[src/rtl/conv_seq_pkg.sv]
package conv_seq_pkg;
  // channel count is fixed by the two-bit count field of the mode nibble
  localparam int NUM_CH = 4;
  localparam int CH_W   = $clog2(NUM_CH);

  typedef struct packed {
    logic            bank;  // 0 = bank A, 1 = bank B
    logic [CH_W-1:0] last;  // channel count minus one
  } seq_cfg_t;

  localparam seq_cfg_t CFG_RESET = '{bank: 1'b0, last: '0};

  function automatic logic nib_valid(input logic [3:0] nib);
    return ~nib[3];
  endfunction

  function automatic seq_cfg_t nib_decode(input logic [3:0] nib);
    seq_cfg_t c;
    c.bank = nib[2];
    c.last = nib[CH_W-1:0];
    return c;
  endfunction
endpackage

[src/rtl/csq_host_if.sv]
module csq_host_if
  import conv_seq_pkg::*;
(
  input  logic     clk,
  input  logic     rst_n,
  input  logic     cs_n,
  input  logic     wr_n,
  input  logic     rd_n,
  input  logic     conv_start,
  input  logic [3:0] cfg_nib,
  output seq_cfg_t cfg,
  output logic     start_pulse,
  output logic     rd_pulse
);
  logic wr_q, rd_q, cv_q;
  logic wr_rise;

  assign wr_rise     = wr_n & ~wr_q;
  assign rd_pulse    = ~rd_n & rd_q & ~cs_n;
  assign start_pulse = conv_start & ~cv_q;

  always_ff @(posedge clk) begin
    if (!rst_n) begin
      wr_q <= 1'b1;
      rd_q <= 1'b1;
      cv_q <= 1'b0;
      cfg  <= CFG_RESET;
    end else begin
      wr_q <= wr_n;
      rd_q <= rd_n;
      cv_q <= conv_start;
      if (wr_rise && !cs_n && nib_valid(cfg_nib))
        cfg <= nib_decode(cfg_nib);
    end
  end
endmodule

[src/rtl/csq_seq_ctrl.sv]
module csq_seq_ctrl
  import conv_seq_pkg::*;
#(
  parameter int SLOT_CYC = 48
) (
  input  logic            clk,
  input  logic            rst_n,
  input  logic            start_pulse,
  input  logic            rd_pulse,
  input  seq_cfg_t        cfg,
  output logic            busy,
  output logic [CH_W-1:0] slot,
  output logic [CH_W-1:0] run_last,
  output logic            bank_run,
  output logic            take,
  output logic            done,
  output logic            int_n
);
  localparam int CW = (SLOT_CYC > 1) ? $clog2(SLOT_CYC) : 1;
  localparam logic [CW-1:0] CNT_END = CW'(SLOT_CYC - 1);

  logic [CW-1:0] cnt;
  logic          last_cyc;

  assign last_cyc = (cnt == CNT_END);
  assign take     = busy & last_cyc;
  assign done     = take & (slot == run_last);

  always_ff @(posedge clk) begin
    if (!rst_n) begin
      busy     <= 1'b0;
      cnt      <= '0;
      slot     <= '0;
      run_last <= '0;
      bank_run <= 1'b0;
      int_n    <= 1'b1;
    end else if (!busy) begin
      if (start_pulse) begin
        busy     <= 1'b1;
        cnt      <= '0;
        slot     <= '0;
        run_last <= cfg.last;
        bank_run <= cfg.bank;
        int_n    <= 1'b1;
      end else if (rd_pulse) begin
        int_n <= 1'b1;
      end
    end else if (last_cyc) begin
      cnt <= '0;
      if (slot == run_last) begin
        busy  <= 1'b0;
        int_n <= 1'b0;
      end else begin
        slot <= slot + 1'b1;
      end
    end else begin
      cnt <= cnt + 1'b1;
    end
  end
endmodule

[src/rtl/csq_result_store.sv]
module csq_result_store
  import conv_seq_pkg::*;
#(
  parameter int DATA_W = 14
) (
  input  logic              clk,
  input  logic              rst_n,
  input  logic              take,
  input  logic              done,
  input  logic              busy,
  input  logic              start_pulse,
  input  logic              rd_pulse,
  input  logic [CH_W-1:0]   slot,
  input  logic [CH_W-1:0]   run_last,
  input  logic [DATA_W-1:0] sar_data,
  output logic [DATA_W-1:0] rd_data
);
  logic [DATA_W-1:0] work [NUM_CH];
  logic [DATA_W-1:0] mem  [NUM_CH];
  logic [CH_W-1:0]   ptr;
  logic [CH_W-1:0]   vis_last;

  // working buffer fills slot by slot; the whole set is committed at completion
  always_ff @(posedge clk) begin
    if (!rst_n) begin
      for (int i = 0; i < NUM_CH; i++) begin
        work[i] <= '0;
        mem[i]  <= '0;
      end
    end else begin
      for (int i = 0; i < NUM_CH; i++) begin
        if (take && slot == CH_W'(i)) work[i] <= sar_data;
        if (done) mem[i] <= (slot == CH_W'(i)) ? sar_data : work[i];
      end
    end
  end

  always_ff @(posedge clk) begin
    if (!rst_n) begin
      ptr      <= '0;
      vis_last <= '0;
      rd_data  <= '0;
    end else begin
      if (done) vis_last <= run_last;
      if (rd_pulse) begin
        rd_data <= mem[ptr];
        ptr     <= (ptr == vis_last) ? '0 : ptr + 1'b1;
      end
      if ((start_pulse && !busy) || done) ptr <= '0;
    end
  end
endmodule

[src/rtl/conv_seq_top.sv]
module conv_seq_top
  import conv_seq_pkg::*;
#(
  parameter int DATA_W   = 14,
  parameter int SLOT_CYC = 48
) (
  input  logic              clk,
  input  logic              rst_n,
  input  logic              cs_n,
  input  logic              wr_n,
  input  logic              rd_n,
  input  logic [3:0]        cfg_nib,
  input  logic              conv_start,
  output logic              int_n,
  output logic              hold,
  output logic [1:0]        sar_ch,
  output logic              sar_bank,
  output logic              sar_take,
  input  logic [DATA_W-1:0] sar_data,
  output logic [DATA_W-1:0] rd_data
);
  seq_cfg_t        cfg;
  logic            start_pulse, rd_pulse;
  logic            busy, take, done, bank_run;
  logic [CH_W-1:0] slot, run_last;

  csq_host_if u_host (
    .clk(clk), .rst_n(rst_n), .cs_n(cs_n), .wr_n(wr_n), .rd_n(rd_n),
    .conv_start(conv_start), .cfg_nib(cfg_nib), .cfg(cfg),
    .start_pulse(start_pulse), .rd_pulse(rd_pulse)
  );

  csq_seq_ctrl #(.SLOT_CYC(SLOT_CYC)) u_ctrl (
    .clk(clk), .rst_n(rst_n), .start_pulse(start_pulse), .rd_pulse(rd_pulse),
    .cfg(cfg), .busy(busy), .slot(slot), .run_last(run_last),
    .bank_run(bank_run), .take(take), .done(done), .int_n(int_n)
  );

  csq_result_store #(.DATA_W(DATA_W)) u_store (
    .clk(clk), .rst_n(rst_n), .take(take), .done(done), .busy(busy),
    .start_pulse(start_pulse), .rd_pulse(rd_pulse), .slot(slot),
    .run_last(run_last), .sar_data(sar_data), .rd_data(rd_data)
  );

  assign hold     = busy;
  assign sar_ch   = slot;
  assign sar_bank = bank_run;
  assign sar_take = take;
endmodule

[config.mk]
export PLATFORM = sky130hd
export DESIGN_NAME = conv_seq_top
export DESIGN_NICKNAME = d
export VERILOG_FILES = /design/src/rtl/conv_seq_pkg.sv /design/src/rtl/csq_host_if.sv /design/src/rtl/csq_seq_ctrl.sv /design/src/rtl/csq_result_store.sv /design/src/rtl/conv_seq_top.sv
export SDC_FILE = /design/constraint.sdc
export NUM_CORES = 1
export LEC_CHECK = 0
export BUFFER_PORTS_ARGS = -buffer_cell sky130_fd_sc_hd__buf_2
export CAP_MARGIN = 20
export CORE_MARGIN = 2
export CORE_UTILIZATION = 54
export CTS_CLUSTER_DIAMETER = 120
export DETAILED_ROUTE_END_ITERATION = 8
export PLACE_DENSITY_LB_ADDON = 0.25
export SLEW_MARGIN = 30
export SYNTH_ARGS = -nofsm -noshare
export SYNTH_HDL_FRONTEND = slang
export SYNTH_SLANG_ARGS = --single-unit
[constraint.sdc]
create_clock -name clk -period 3.12 [get_ports clk]
set_input_delay 0.156 -clock clk [delete_from_list [all_inputs] [get_ports clk]]
set_output_delay 0.156 -clock clk [all_outputs]
set_load 0.03 [all_outputs]
### Word level (Yosys, flattened, before mapping)

Memory sizes are Yosys's and may differ from the RTL's. A register that Yosys moved wholly into a read port is not among the register bits.
Index checks and enable logic that the tools add are counted.
Widths: inputs -> output; s select.

| cells by class | value |
|---|---|
| bitwise operators | 21 |
| multipliers | 0 |
| div/mod/pow operators | 0 |
| $add $sub $neg | 3 |
| shifts and indexed selects | 0 |
| reductions and logical operators | 18 |
| magnitude comparators | 0 |
| mux-type cells | 45 |
| eq/ne operators | 9 |

Operators by type and width:

| cell | count |
|---|---|
| $mux 14 | 12 |
| $mux 1 | 25 |
| $mux 6 | 3 |
| $mux 2 | 5 |
| $or 1x1->1 | 8 |
| $logic_and 1x1->1 | 7 |
| $not 1->1 | 7 |
| $add 6x1->6 const B | 1 |
| $and 1x1->1 | 6 |
| $eq 6x6->1 const B | 1 |
| $ne 2x2->1 const B | 3 |
| $reduce_and 3->1 | 2 |
| $add 2x1->2 const B | 2 |
| $eq 2x2->1 | 2 |
| $eq 2x2->1 const B | 2 |
| $logic_not 1->1 | 3 |
| $reduce_bool 3->1 | 1 |
| $eq 2x1->1 const B | 1 |
| $logic_not 2->1 | 1 |
| $reduce_and 2->1 | 1 |
| $reduce_bool 2->1 | 1 |
| $reduce_or 2->1 | 1 |
| $logic_or 1x1->1 | 1 |

| word-level totals | value |
|---|---|
| logic and storage cells | 111 |
| bits in read-only memories | 0 |
| RAM bits | 112 |
| memories | 2 |
| output and inout port bits | 20 |
| register bits | 23 |
| input bits | 24 |
| bits in latches | 0 |

Memories:

| name | depth | width | rd ports | clocked after Yosys merged registers in | write ports | RTL line | RTL |
|---|---|---|---|---|---|---|---|
| u_store.mem | 4 | 14 | 1 | 1 | 4 | csq_result_store.sv:19 | `logic [DATA_W-1:0] mem [NUM_CH];` |
| u_store.work | 4 | 14 | 4 | 0 | 4 | csq_result_store.sv:18 | `logic [DATA_W-1:0] work [NUM_CH];` |

### Logic depth before layout (Yosys ltp)

Gate-level depths: netlist of run 1.

| depth | value |
|---|---|
| word-level depth | 7 |
| mapped depth | 7 |
| gate-level depth less buffers | 5 |

### By module

Synthesis of run 1 repeated with hierarchy kept, for this count alone.

| second synthesis, totals | value |
|---|---|
| cells, all modules | 579 |
| area, all modules | 6518.8 um^2 |

Modules (own cells, without submodules):

| module | area each (um^2) | sequential area each (um^2) | cells an instance | times used |
|---|---|---|---|---|
| csq_result_store | 5656.7 | 3723.6 | 482 | 1 |
| csq_seq_ctrl | 629.4 | 260.2 | 75 | 1 |
| csq_host_if | 232.7 | 120.1 | 22 | 1 |

### Worst setup path after synthesis of run 1

No wires, ideal clock.

| timing path | value |
|---|---|
| kind | flip-flop to flip-flop |
| start | register u_ctrl.busy |
| end | register u_store.vis_last[0] |
| cell stages (with the launch flop) | 5 |
| setup slack | -297 ps |
| setup time | 240 ps |
| required time | 2880 ps |
| buffers on the path | 1 |
| data arrival time | 3177 ps |
| clock period less this slack | 3417 ps |
| path through | dfxtp_1 buf_2 nand2b_1 o41ai_4 o32ai_1 |

| between the ends | value |
|---|---|
| longest elaborated chain between the ends | 2 |

Ends and longest elaborated chain:

| what | RTL line | RTL |
|---|---|---|
| from (decl) | csq_seq_ctrl.sv:11 | `output logic busy,` |
| from (signal assigned) | csq_seq_ctrl.sv:31 | `busy <= 1'b0;` |
| from (signal assigned) | csq_seq_ctrl.sv:39 | `busy <= 1'b1;` |
| from (signal assigned) | csq_seq_ctrl.sv:51 | `busy <= 1'b0;` |
| $and 1x1->1 | csq_seq_ctrl.sv:26 | `assign take = busy & last_cyc;` |
| $and 1x1->1 | csq_seq_ctrl.sv:27 | `assign done = take & (slot == run_last);` |
| to (signal assigned) | csq_result_store.sv:44 | `if (done) vis_last <= run_last;` |
| to (decl) | csq_result_store.sv:21 | `logic [CH_W-1:0] vis_last;` |

Every way passes these cells.
A chain may end at the register's enable or synchronous reset.

==> flow_summary.toml, run 1 <==
[min_path]
worstHoldPathType = "input pin to flip-flop"
hold_path_depth = 3

[timing]
whs_ns = 0.0129
fmax_mhz = 477
rsz0062_at_grt = "false"
hold_viol_final = 0
fin_crit_sh = 0.672
setup_tns_ns = 0
slew_headroom = 0.394
drv_slew = 0
skew_ns = 0.0104
worst_pin_slew_ns = 0.908
fin_crit_ns = 2.10
setup_violations = 0

[placement]
place_area_um2 = 7130
gp_congestion = 0.803
dp_hpwl_mm = 8.92
port_buffers = 43
placedCellCount = 703

[power]
p_per_area_nw_per_um2 = 559
ir_drop_v = 0.000357
power_uw = 4340
p_leak_uw = 0.00281

[setup_path]
cp-startpoint = "u_ctrl.cnt[0]"
reg2reg_depth = 4
critical-path-top-delay-family = "buffers and inverters"
cp-end-kind = "flip-flop"
r2r_slack_ns = 1.02
worstPathRequired_ns = 3.17
crit_type = "flip-flop to flip-flop"
critPathBufInv = 1
critPathArrivalTime_ns = 2.14
crit_chain = "ha_4 > nand4_1 > o41ai_4 > buf_4"
crit_path_max_incr_delay_ns = 0.66
startpoint_type = "flip-flop"
cp-endpoint = "u_store.mem[2][8]"
worstReg2RegStart = "u_ctrl.cnt[0]"
crit_path_max_fanout = 61
slowest_stage = "buf_4"
r2r-end = "u_store.mem[2][8]"
cp.depth = 4

[clock_network]
cts-root-buf = "clkbuf_16"
cts_setup_buffers = 0
cts_buffers = 17
clk_pin_slew_worst_paths_ns = 0.06
post_cts_resized = 0
cts_tree = "built"
clkLatencyLatePin_ns = 0.42
cts_hold_buf = 5
cts.sinks = 149
h-tree-depth = 4
cts_buffer_depth = 2

[floorplan]
io_pins = 44
die_x_um = 116
core_um2 = 12100
die_height_um = 116
floorplan.rows = 40
dieArea_um2 = 13400
start_util = 0.557

[synthesis]
synth_area_leaders = "edfxtp_1, dfxtp_1, mux2i_1"
synth_area_leader_cell = "edfxtp_1"
synth_common_cells = "edfxtp_1, mux2i_1, and2_1, nor3_1, dfxtp_1"
syn_avg_cell_area_um2 = 13.1
syn_nets = 544
synth_area_um2 = 6750
yosysUniqueCellTypes = 49
ys.flop_type = "edfxtp_1"
synth-seq-cells = 149
seq_area_frac_synth = 0.608
synthArstFlopShare = 0
yosys_warnings = 0
synth-edff-count = 112
syn_inst = 515
synth_most_common_cell = "edfxtp_1"
synth_top_area_frac = 0.498

[routing]
drt_iter0_markers = 389
drtAntennaViolNets = 0
drt_wl_total_mm = 14.0
viasPerCell = 5.67
dr.pass1.iters = 5
drc = 0
wire_per_inst_um = 18.9
via_count = 4197

[layout]
final-seq-area_um2 = 4110
n_fill_cell = 929
syn_to_final_growth_pct = 15.1
nets = 588
final_layout_size_suffix_gt1_frac = 0.220
design_area_um2 = 7770
multi_input_area_um2 = 2420
finalNonFillerCells = 740
diodes = 0

[flow_run]
cap_violations = 0

[global_routing]
antenna_found_initial = 0
grt_max_degree = 62
grt.overflow.total = 0
grt_pass1_wl_mm = 22.1
grt_pass1_vias = 4093
grtUsageTotal = 0.225

[outcome]
status = "finished, final reports clean"
==> worst min-delay path by stage <==
stage,from,end
after global routing,cfg_nib[1],u_host.cfg[1]
after CTS,cfg_nib[1],u_host.cfg[1]
after detailed placement,wr_n,u_host.wr_q
after floorplan,rd_n,u_host.rd_q
final,cfg_nib[1],u_host.cfg[1]
after global placement,wr_n,u_host.wr_q
==> layer usage <==
metal	routed length (um)	global-route usage
met1	6060	0.302
met4	175	0.0690
met2	7050	0.372
met5	0	0
met3	722	0.0492
==> cell families (layout without fill, tap and decap cells) <==
logic type	Yosys count	in the layout	share of synthesized area
buffers and inverters	52	109	0.0361
XOR/XNOR	3	3	0.00389
multiplexers	76	76	0.139
AO/OA/AOI/OAI	45	45	0.0441
adder cells (fa/ha/maj)	5	5	0.00927
flip-flops	149	149	0.608
AND/OR/NAND/NOR	185	185	0.160
==> power breakdown <==
group          internal, uW  total, uW  switching (uW)
clock                  1200       1950             755
sequential             2180       2210            25.6
combinational          60.0        179             119
total                  3440       4340             899
==> cell usage in the layout (no fill, tap or decap), types with 3 or more instances in the layout <==
master           n
o21ai_0          4
dfxtp_2          5
nand2_1         36
dfxtp_1         32
mux2i_1         62
clkinv_2         5
nor3_2          10
ha_1             4
clkbuf_16       20
a21oi_1         21
and2_1          57
inv_1           13
dlygate4sd3_1    5
mux4_2          14
o21ai_1          4
edfxtp_1       112
nand2b_1         8
buf_4           15
nor3_1          50
a31oi_1          3
nor2_1           3
buf_2           43
==> stage by stage <==
step	utilization	worst slack, ns
5_1_grt	0.641	0.890
6_report	0.641	1.02
2_1_floorplan	-	-0.0715
3_5_place_dp	0.589	1.02
3_3_place_gp	0.589	1.00
4_1_cts	0.641	1.02
==> cell type report <==
type	instances	share of cell area
Clock inverter	7	0.00483
Inverter	13	0.00628
Clock buffer	25	0.0696
Timing Repair Buffer	64	0.0512
Multi-Input combinational cell	314	0.312
Sequential cell	149	0.529
Tap cell	168	0.0271
==> state kept, by name (all words and copies together) (netlist names) <==
register	count
u_store.mem	56
u_store.work	56
u_store.rd_data	14
u_ctrl.cnt	6
u_host.cfg	3
u_ctrl.run_last	2
u_ctrl.slot	2
u_store.ptr	2
u_store.vis_last	2
u_ctrl.bank_run	1
u_ctrl.busy	1
u_ctrl.int_n	1
u_host.cv_q	1
u_host.rd_q	1
u_host.wr_q	1
==> worst reg2reg max path: stages (launching register included) <==
cell and delay (ns):
dfxtp_2 0.38, ha_4 0.18, nand4_1 0.17, o41ai_4 0.31
buf_4 0.66
Note: power is estimated with default switching activity, not from simulation.
==> inputs of run 2 (changes only) <==
==> constraint.sdc (replaced) <==
create_clock -name clk -period 1.9 [get_ports clk]
set_input_delay 0.095 -clock clk [delete_from_list [all_inputs] [get_ports clk]]
set_output_delay 0.095 -clock clk [all_outputs]
set_load 0.03 [all_outputs]
==> flow_summary.toml, run 2 (synthesis results as in run 1) <==
[layout]
multi_input_area_um2 = 2490
n_fill_cell = 890
syn_to_final_growth_pct = 18.4
final_util = 0.660
final_common_cell = "edfxtp_1"
final_cell_mix = "edfxtp_1, mux2i_1, and2_1"
final-seq-area_um2 = 4110
diodes = 0
final_layout_size_suffix_gt1_frac = 0.239
reg.largest.list = "u_store.mem: 56 flops, u_store.work: 56 flops, u_store.rd_data: 14 flops"
nets = 598

[outcome]
status = "finished, final reports clean"

[setup_path]
crit_chain = "buf_4 > nand2b_1 > o41ai_4 > clkbuf_16"
startpoint_type = "flip-flop"
cp-end-kind = "flip-flop"
worstPathRequired_ns = 2.01
r2r_slack_ns = 0.04
slowest_stage = "o41ai_4"
critPathArrivalTime_ns = 1.97
critPathBufInv = 2
reg2reg_depth = 4
critical-path-top-delay-family = "buffers and inverters"
crit_path_max_fanout = 31
crit_type = "flip-flop to flip-flop"
worstReg2RegStart = "u_ctrl.busy"
cp.depth = 4
r2r-end = "u_store.mem[1][6]"
crit_path_max_incr_delay_ns = 0.50

[global_routing]
grt_max_degree = 62
antenna_found_initial = 0
grt_use_met2 = 0.301
top_usage_layer = "met1"
grt_pass1_vias = 3983
grtUsageTotal = 0.212
grt.overflow.total = 0
grtUsageMet3 = 0.0554
grt_pass1_wl_mm = 21.2
met1_usage = 0.324

[routing]
viasPerCell = 5.49
drtAntennaViolNets = 0
drt_iter0_markers = 342
wire_per_inst_um = 17.7
drc = 0
via_count = 4120
dr.pass1.iters = 4
drt_wl_total_mm = 13.3

[timing]
slew_headroom = 0.517
fmax_mhz = 537
setup_violations = 0
drv_slew = 0
skew_ns = 0.00783
fin_crit_ns = 1.86
fin_crit_sh = 0.979
worst_pin_slew_ns = 0.720
setup_slack_ns = 0.0391
hold_viol_final = 0

[placement]
place_ws_ns = 0.0811
dp_hpwl_mm = 9.03
port_buffers = 43
gp_congestion = 0.784

[min_path]
worstHoldStart = "cfg_nib[3]"
hold_path_depth = 4
worstHoldPathType = "input pin to flip-flop"
hold-path-endpoint = "u_host.cfg[2]"

[power]
p_per_area_nw_per_um2 = 879
switching_share = 0.203
p_leak_uw = 0.00288
ir_drop_v = 0.000594
clockPowerShare = 0.436
power_frac_comb = 0.048
switchingPower_uw = 1430
internal_power_uw = 5600
sequentialPowerShare = 0.515

[floorplan]
dieArea_um2 = 13400
die_x_um = 116
floorplan.rows = 40
io_pins = 44
start_util = 0.557
core_um2 = 12100
die_height_um = 116

[clock_network]
cts_buffer_depth = 2
cts_tree = "built"
clk_pin_slew_worst_paths_ns = 0.06
cts_buffers = 17
cts.sinks = 149
h-tree-depth = 4
clkLatencyLatePin_ns = 0.42
cts-root-buf = "clkbuf_16"

[flow_run]
cap_violations = 0
[run 2: worst max path at each step]
stage / from / end / slack, ns
final: u_ctrl.busy / u_store.mem[1][6] / 0.04
after global routing: u_ctrl.cnt[1] / u_store.mem[2][7] / -0.04
after CTS: u_ctrl.cnt[1] / sar_take / 0.07
after detailed placement: u_ctrl.cnt[0] / u_store.mem[0][12] / 0.08
after global placement: u_ctrl.slot[1] / u_store.work[0][21] / -0.13
after floorplan: u_ctrl.cnt[1] / u_store.mem[0][0] / -1.29
[run 2: worst reg2reg max path, delay by kind of cell, from the launching register on]
kind / cells / cell delay (ns)
buf+inv: 2 / 0.55
compound gates: 1 / 0.50
flops: 1 / 0.33
simple gates: 1 / 0.15
[run 2: what timing repair did]
item / in CTS / in global routing
cloned: 0 / 1
hold buffers: 6 / 0
setup endpoints to repair: 1 / 57
buffers inserted: 0 / 0
pin swaps: 0 / 1
endpoints found under the hold margin: 6 / 0
gates resized for setup: 1 / 4
[run 2: layout make-up]
type	instances	area share
tap	168	0.0263
timing repair buffer	74	0.0736
multi-input combinational	314	0.311
clock buffer	29	0.0665
clock inverter	3	0.00188
inverter	13	0.00611
sequential	149	0.514
[run 2: power groups by stage]
stage | clock, uW | combinational, uW | sequential (uW)
global placement | 0 | 317 | 3680
finish | 3060 | 339 | 3620
global route | 3240 | 370 | 3630
floorplan | 0 | 155 | 3700
CTS | 3110 | 336 | 3620
detailed placement | 0 | 324 | 3690
[run 2: layer usage]
layer / up-vias / share of wire / wire length (um)
met5: - / 0 / 0
met4: 0 / 0.013 / 170
met3: 13 / 0.058 / 764
met2: 132 / 0.44 / 5880
met1: 1972 / 0.49 / 6450
li1: 2003 / - / -
[run 2: stage by stage]
stage	hold slack [ns]	area, um^2	power [uW]	setup TNS, ns	cells
2_1_floorplan	0.196	6820	3860	-78.26	515
6_report	0.0536	7990	7020	0	750
3_5_place_dp	0.314	7360	4010	0	711
5_1_grt	0.0601	7990	7240	-1.50	750
4_1_cts	0.0401	7970	7070	0	749
3_3_place_gp	0.292	7340	4000	-2.99	711
